--- config.mk ---
export PLATFORM = sky130hd
export DESIGN_NAME = can_bit_timing
export DESIGN_NICKNAME = d
export VERILOG_FILES = /design/src/rtl/can_bt_pkg.sv /design/src/rtl/can_bt_edge.sv /design/src/rtl/can_bt_nom.sv /design/src/rtl/can_bt_perr.sv /design/src/rtl/can_bit_timing.sv
export SDC_FILE = /design/constraint.sdc
export NUM_CORES = 1
export LEC_CHECK = 0
export CORE_ASPECT_RATIO = 0.6
export CORE_MARGIN = 10
export CORE_UTILIZATION = 59
export CTS_CLUSTER_DIAMETER = 80
export CTS_CLUSTER_SIZE = 28
export DETAILED_ROUTE_END_ITERATION = 10
export PLACE_DENSITY_LB_ADDON = 0.12
export SKIP_LAST_GASP = 1
export SLEW_MARGIN = 0
export SYNTH_ARGS = -nofsm -noshare
export SYNTH_HDL_FRONTEND = slang
export SYNTH_SLANG_ARGS = --single-unit
--- constraint.sdc ---
create_clock -name clk_i -period 5.9 [get_ports clk_i]
set_clock_uncertainty 0.05 [all_clocks]
set_input_delay 0.59 -clock clk_i [delete_from_list [all_inputs] [get_ports clk_i]]
set_output_delay 0.59 -clock clk_i [all_outputs]
set_load 0.02 [all_outputs]
--- src/rtl/can_bt_pkg.sv ---
package can_bt_pkg;
    localparam int BS1_W  = 4;
    localparam int BS2_W  = 3;
    localparam int SJW_W  = 2;
    localparam int JMP_W  = SJW_W + 1;
    localparam int LIM1_W = $clog2((1 << BS1_W) + (1 << SJW_W) + 1);
    localparam int LIM2_W = $clog2((1 << BS2_W) + 1);
    localparam int CNT_W  = LIM1_W;

    typedef enum logic [1:0] {
        PH_SYNC = 2'd0,
        PH_SEG1 = 2'd1,
        PH_SEG2 = 2'd2
    } phase_e;

    typedef struct packed {
        phase_e              ph;
        logic [CNT_W-1:0]    cnt;
        logic [LIM1_W-1:0]   lim1;
        logic [LIM2_W-1:0]   lim2;
        logic                rs_done;
        logic                prev_rx;
        logic                smp;
        logic                smp_bit;
        logic                txp;
    } bt_state_t;
endpackage

--- src/rtl/can_bt_edge.sv ---
module can_bt_edge (
    input  logic tick_i,
    input  logic rx_i,
    input  logic prev_i,
    output logic fall_o
);
    // recessive-to-dominant transition seen on a quantum boundary
    always_comb fall_o = tick_i & prev_i & ~rx_i;
endmodule

--- src/rtl/can_bt_nom.sv ---
module can_bt_nom
    import can_bt_pkg::*;
(
    input  logic [BS1_W-1:0]  bs1_cfg_i,
    input  logic [BS2_W-1:0]  bs2_cfg_i,
    output logic [LIM1_W-1:0] lim1_o,
    output logic [LIM2_W-1:0] lim2_o
);
    // 0-based fields expand to real quantum counts
    always_comb begin
        lim1_o = LIM1_W'(bs1_cfg_i) + LIM1_W'(1);
        lim2_o = LIM2_W'(bs2_cfg_i) + LIM2_W'(1);
    end
endmodule

--- src/rtl/can_bt_perr.sv ---
module can_bt_perr
    import can_bt_pkg::*;
(
    input  logic [CNT_W-1:0]  cnt_i,
    input  logic [LIM2_W-1:0] lim2_i,
    input  logic [SJW_W-1:0]  sjw_cfg_i,
    output logic [JMP_W-1:0]  grow_o,
    output logic              cut_o,
    output logic [LIM2_W-1:0] lim2_short_o
);
    logic [JMP_W-1:0]  jump;
    logic [CNT_W:0]    late_err;
    logic [LIM2_W-1:0] remain;

    always_comb begin
        jump     = JMP_W'(sjw_cfg_i) + JMP_W'(1);
        // late edge: quanta elapsed since the sync segment
        late_err = (CNT_W+1)'(cnt_i) + (CNT_W+1)'(1);
        if (late_err > (CNT_W+1)'(jump))
            grow_o = jump;
        else
            grow_o = late_err[JMP_W-1:0];
        // early edge: quanta still left in segment 2, this one included
        remain       = lim2_i - cnt_i[LIM2_W-1:0];
        cut_o        = (remain <= LIM2_W'(jump));
        lim2_short_o = lim2_i - LIM2_W'(jump);
    end
endmodule

--- src/rtl/can_bit_timing.sv ---
module can_bit_timing
    import can_bt_pkg::*;
(
    input  logic             clk_i,
    input  logic             rst_ni,
    input  logic             tq_tick_i,
    input  logic             rx_i,
    input  logic             idle_i,
    input  logic [BS1_W-1:0] bs1_cfg_i,
    input  logic [BS2_W-1:0] bs2_cfg_i,
    input  logic [SJW_W-1:0] sjw_cfg_i,
    output logic             sample_o,
    output logic             sample_bit_o,
    output logic             tx_pt_o
);
    bt_state_t st_d, st_q;

    logic              fall;
    logic [LIM1_W-1:0] lim1_nom;
    logic [LIM2_W-1:0] lim2_nom;
    logic [JMP_W-1:0]  grow;
    logic              cut;
    logic [LIM2_W-1:0] lim2_short;
    logic              resync;
    logic [LIM1_W-1:0] lim1_eff;
    logic [LIM2_W-1:0] lim2_eff;

    can_bt_edge u_edge (
        .tick_i (tq_tick_i),
        .rx_i   (rx_i),
        .prev_i (st_q.prev_rx),
        .fall_o (fall)
    );

    can_bt_nom u_nom (
        .bs1_cfg_i (bs1_cfg_i),
        .bs2_cfg_i (bs2_cfg_i),
        .lim1_o    (lim1_nom),
        .lim2_o    (lim2_nom)
    );

    can_bt_perr u_perr (
        .cnt_i        (st_q.cnt),
        .lim2_i       (st_q.lim2),
        .sjw_cfg_i    (sjw_cfg_i),
        .grow_o       (grow),
        .cut_o        (cut),
        .lim2_short_o (lim2_short)
    );

    always_comb begin
        st_d     = st_q;
        st_d.smp = 1'b0;
        st_d.txp = 1'b0;
        resync   = fall & ~st_q.rs_done & ~idle_i;
        lim1_eff = st_q.lim1;
        lim2_eff = st_q.lim2;

        if (tq_tick_i) begin
            st_d.prev_rx = rx_i;
            if (fall && idle_i) begin
                // hard sync: this quantum becomes the sync segment
                st_d.txp     = (st_q.ph == PH_SEG2);
                st_d.ph      = PH_SEG1;
                st_d.cnt     = '0;
                st_d.lim1    = lim1_nom;
                st_d.lim2    = lim2_nom;
                st_d.rs_done = 1'b1;
            end else begin
                unique case (st_q.ph)
                    PH_SYNC: begin
                        st_d.ph   = PH_SEG1;
                        st_d.cnt  = '0;
                        st_d.lim1 = lim1_nom;
                        st_d.lim2 = lim2_nom;
                    end
                    PH_SEG1: begin
                        if (resync) begin
                            lim1_eff     = st_q.lim1 + LIM1_W'(grow);
                            st_d.rs_done = 1'b1;
                        end
                        st_d.lim1 = lim1_eff;
                        if (st_q.cnt + CNT_W'(1) == CNT_W'(lim1_eff)) begin
                            st_d.smp     = 1'b1;
                            st_d.smp_bit = rx_i;
                            st_d.ph      = PH_SEG2;
                            st_d.cnt     = '0;
                            st_d.rs_done = 1'b0;
                        end else begin
                            st_d.cnt = st_q.cnt + CNT_W'(1);
                        end
                    end
                    PH_SEG2: begin
                        if (resync && cut) begin
                            // early edge close to the end: start next bit now
                            st_d.txp     = 1'b1;
                            st_d.ph      = PH_SEG1;
                            st_d.cnt     = '0;
                            st_d.lim1    = lim1_nom;
                            st_d.lim2    = lim2_nom;
                            st_d.rs_done = 1'b1;
                        end else begin
                            if (resync) begin
                                lim2_eff     = lim2_short;
                                st_d.rs_done = 1'b1;
                            end
                            st_d.lim2 = lim2_eff;
                            if (st_q.cnt + CNT_W'(1) == CNT_W'(lim2_eff)) begin
                                st_d.txp = 1'b1;
                                st_d.ph  = PH_SYNC;
                                st_d.cnt = '0;
                            end else begin
                                st_d.cnt = st_q.cnt + CNT_W'(1);
                            end
                        end
                    end
                    default: begin
                        st_d.ph  = PH_SYNC;
                        st_d.cnt = '0;
                    end
                endcase
            end
        end
    end

    always_ff @(posedge clk_i or negedge rst_ni) begin
        if (!rst_ni) begin
            st_q.ph      <= PH_SYNC;
            st_q.cnt     <= '0;
            st_q.lim1    <= '0;
            st_q.lim2    <= '0;
            st_q.rs_done <= 1'b0;
            st_q.prev_rx <= 1'b1;
            st_q.smp     <= 1'b0;
            st_q.smp_bit <= 1'b1;
            st_q.txp     <= 1'b0;
        end else begin
            st_q <= st_d;
        end
    end

    assign sample_o     = st_q.smp;
    assign sample_bit_o = st_q.smp_bit;
    assign tx_pt_o      = st_q.txp;
endmodule

==> summary.txt <==
run status = finished, final reports clean
Seq pwr share = 22.6%
clock tree buffer depth = 2
postcts setup bufs = 0
Post-Route Setup TNS = 0 ps
YS warnings = 0
Core Area = 3363 sq um
PD cells = 532.4 nW/um^2
vias in the first global route = 1721
WP data required = 6010 ps
Final #Nets = 288
vias per inst = 6.257
Site Rows = 16
1st-pass router iterations = 5
CTS Buf Count = 3
Tot Pwr = 1.248 mW
die area = 6526 sq um
LEAKAGE = 0.9977 nW
critical path endpoint category = flip-flop
final wirelength = 5.217 mm
clk sinks = 21
CTS resizes = 0
ratio of cells with drive above 1 in the final layout = 8.367%
Top FF cell, synth = dfrtp_1
RSZ-0062 raised after global routing = false
Bufs and invs on worst path = 1
cell family with most CP delay = compound AO/OA/AOI/OAI gates
initial antenna violation count = 0
Internal Pwr Total = 0.6184 mW
clk_lat worst skew = 270 ps
First DRT Iteration DRCs = 208
CP Class = flip-flop to flip-flop
Total Routing Usage GR = 15.66%
Cell Area, Synth = 2145 sq um
placed insts = 292
Worst R2R Setup Slack = 740 ps
Clk network pwr share = 8.4%
I/O Buffers = 16
critical path's most frequent cell = ha_1
final period utilization = 87.43%
Arr. time, crit path = 5270 ps
largest net degree at the start of global routing = 22
Final min period = 5159 ps
slew margin rel. = 31.35%
Worst path max stage delay = 660 ps
syn_nets = 277
final std cells w/o fill = 296
Final Max Slew Viols = 0
Synth Instances = 241
combinational share of power = 68.9%
first-pass GRT wire length = 8.569 mm
Tightest Pin Transition = 1026 ps
Initial Util = 63.76%
Routed Antenna Nets = 0
critical path's slowest cell = dfrtp_1
Async SR Flop Fraction = 100.0%
Switching Share = 50.46%
GPL Wtd Cong = 0.9273
clock root buffer = clkbuf_8
CP max FO = 12
hold buffer count at cts = 0
TritonCTS clock tree = yes
Die X = 97.84 um
die height = 66.70 um
Worst-path clk slew = 90 ps
Hold Path Class = flip-flop to flip-flop
#FFs+latches synth = 21
commonest cells after routing, fill and taps aside = inv_1, a21oi_1, ha_1, dfrtp_1, clkdlybuf4s50_1
register area share after synthesis = 24.62%
most common cell after layout, fill and taps aside = inv_1
mean post-synth cell area = 8.899 sq um
Layout area overhead = 9.335%
ant diodes = 0
Post-synth EDFFs = 0
# IOs = 17
cells along the critical path = ha_1, xor2_2, ha_1, a21oi_1, a31oi_1, a211oi_1, mux2i_1, ha_1, inv_1, fa_1, xnor2_1, nand3_1, a2bb2o_4, a2111oi_4, nor2_1, a221o_1
WL/cell = 17.63 um
total gr overflow = 0
CP startpoint kind = flip-flop
Fin. Hold Viols = 0
# Max-Cap Violations = 0
post-synth cell types = 61
vias = 1852
final design utilization = 69.72%
sw power = 0.6300 mW
final setup vio count = 0
fmax = 193.9 MHz
DRC errors left = 0
hpwl dp = 4.086 mm
depth of the CTS H-tree = 1
Max VDD drop = 0.0002903 V
==> power groups by stage <==
| stage | combinational (mW) | clock [mW] | sequential, mW |
|---|---|---|---|
| 2_1_floorplan | 0.687 | 0 | 0.246 |
| 3_3_place_gp | 0.823 | 0 | 0.281 |
| 3_5_place_dp | 0.841 | 0 | 0.282 |
| 4_1_cts | 0.853 | 0.106 | 0.279 |
| 5_1_grt | 0.959 | 0.110 | 0.289 |
| 6_report | 0.860 | 0.105 | 0.283 |
==> kinds of logic after synthesis <==
group                    count (synthesis)  synth area share [%]
buffers and inverters                   32                 6.884
AO/OA/AOI/OAI                           70                 23.28
AND/OR/NAND/NOR                         63                 16.22
multiplexers                            10                 5.017
flip-flops                              21                 24.62
XOR/XNOR                                23                 10.09
adder cells (fa/ha/maj)                 22                 13.89
==> cell usage after synthesis, types with 5 or more instances <==
library cell	instances	share of area [%]
a211oi_1	6	2.1
a21o_1	5	1.8
a21oi_1	21	4.9
dfrtp_1	19	22
ha_1	19	11
inv_1	22	3.9
mux2i_1	7	3.3
nand2_1	13	2.3
nand3_1	10	2.3
nor2_1	12	2.1
nor2b_1	5	1.5
o21ai_0	10	2.3
xnor2_1	12	4.9
xor2_1	9	3.7
==> cell type report <==
cell class / count / area (sq um)
Inverter: 22 / 82.58
Sequential cell: 21 / 528.0
Clock inverter: 1 / 7.507
Multi-Input combinational cell: 188 / 1469
Tap cell: 45 / 56.30
Timing Repair Buffer: 16 / 160.2
Fill cell: 266 / 1018
Clock buffer: 3 / 41.29
==> flip-flops by register name (all words and copies together), names as in the netlist <==
register      count
sample_bit_o      1
st_q             18
tx_pt_o           1
sample_o          1
==> worst paths after layout <==
| kind | startpoint | to | depth (start not counted) |
|---|---|---|---|
| hold / removal | st_q[4] | st_q[4] | 2 |
| max in group asynchronous | rst_ni | st_q[10] | 1 |
| setup reg to reg | st_q[14] | st_q[15] | 16 |
| hold reg to reg | st_q[4] | st_q[4] | 2 |
| setup / recovery | st_q[14] | st_q[15] | 16 |
| min in group asynchronous | rst_ni | st_q[17] | 1 |
==> through the flow <==
step,hold slack (ps),setup WS (ps),cell area [sq um]
finish,497.4,741.4,2345
global route,528.3,453.6,2345
CTS,495.7,769.1,2345
detailed placement,481.1,545.7,2296
global placement,469.1,655.6,2296
floorplan,244.4,1389,2145
==> routing by layer <==
layer  vias to the layer above  wire [um]  GRT usage [%]
met5                         -          0              0
met4                         0         44          2.527
met3                         8        544          4.222
met2                       102       2084          22.46
met1                       857       2544          22.82
li1                        885          -              -
==> worst register-to-register path: stages, from the launching register on <==
cell and delay, ps:
dfrtp_1 660, ha_1 440, xor2_2 320, ha_1 300, a21oi_1 130, a31oi_1 60, a211oi_1 500, mux2i_1 270
ha_1 200, inv_1 50, fa_1 390, xnor2_1 340, nand3_1 160, a2bb2o_4 250, a2111oi_4 470, nor2_1 120
a221o_1 320
Power figures use the tool's default switching activity.
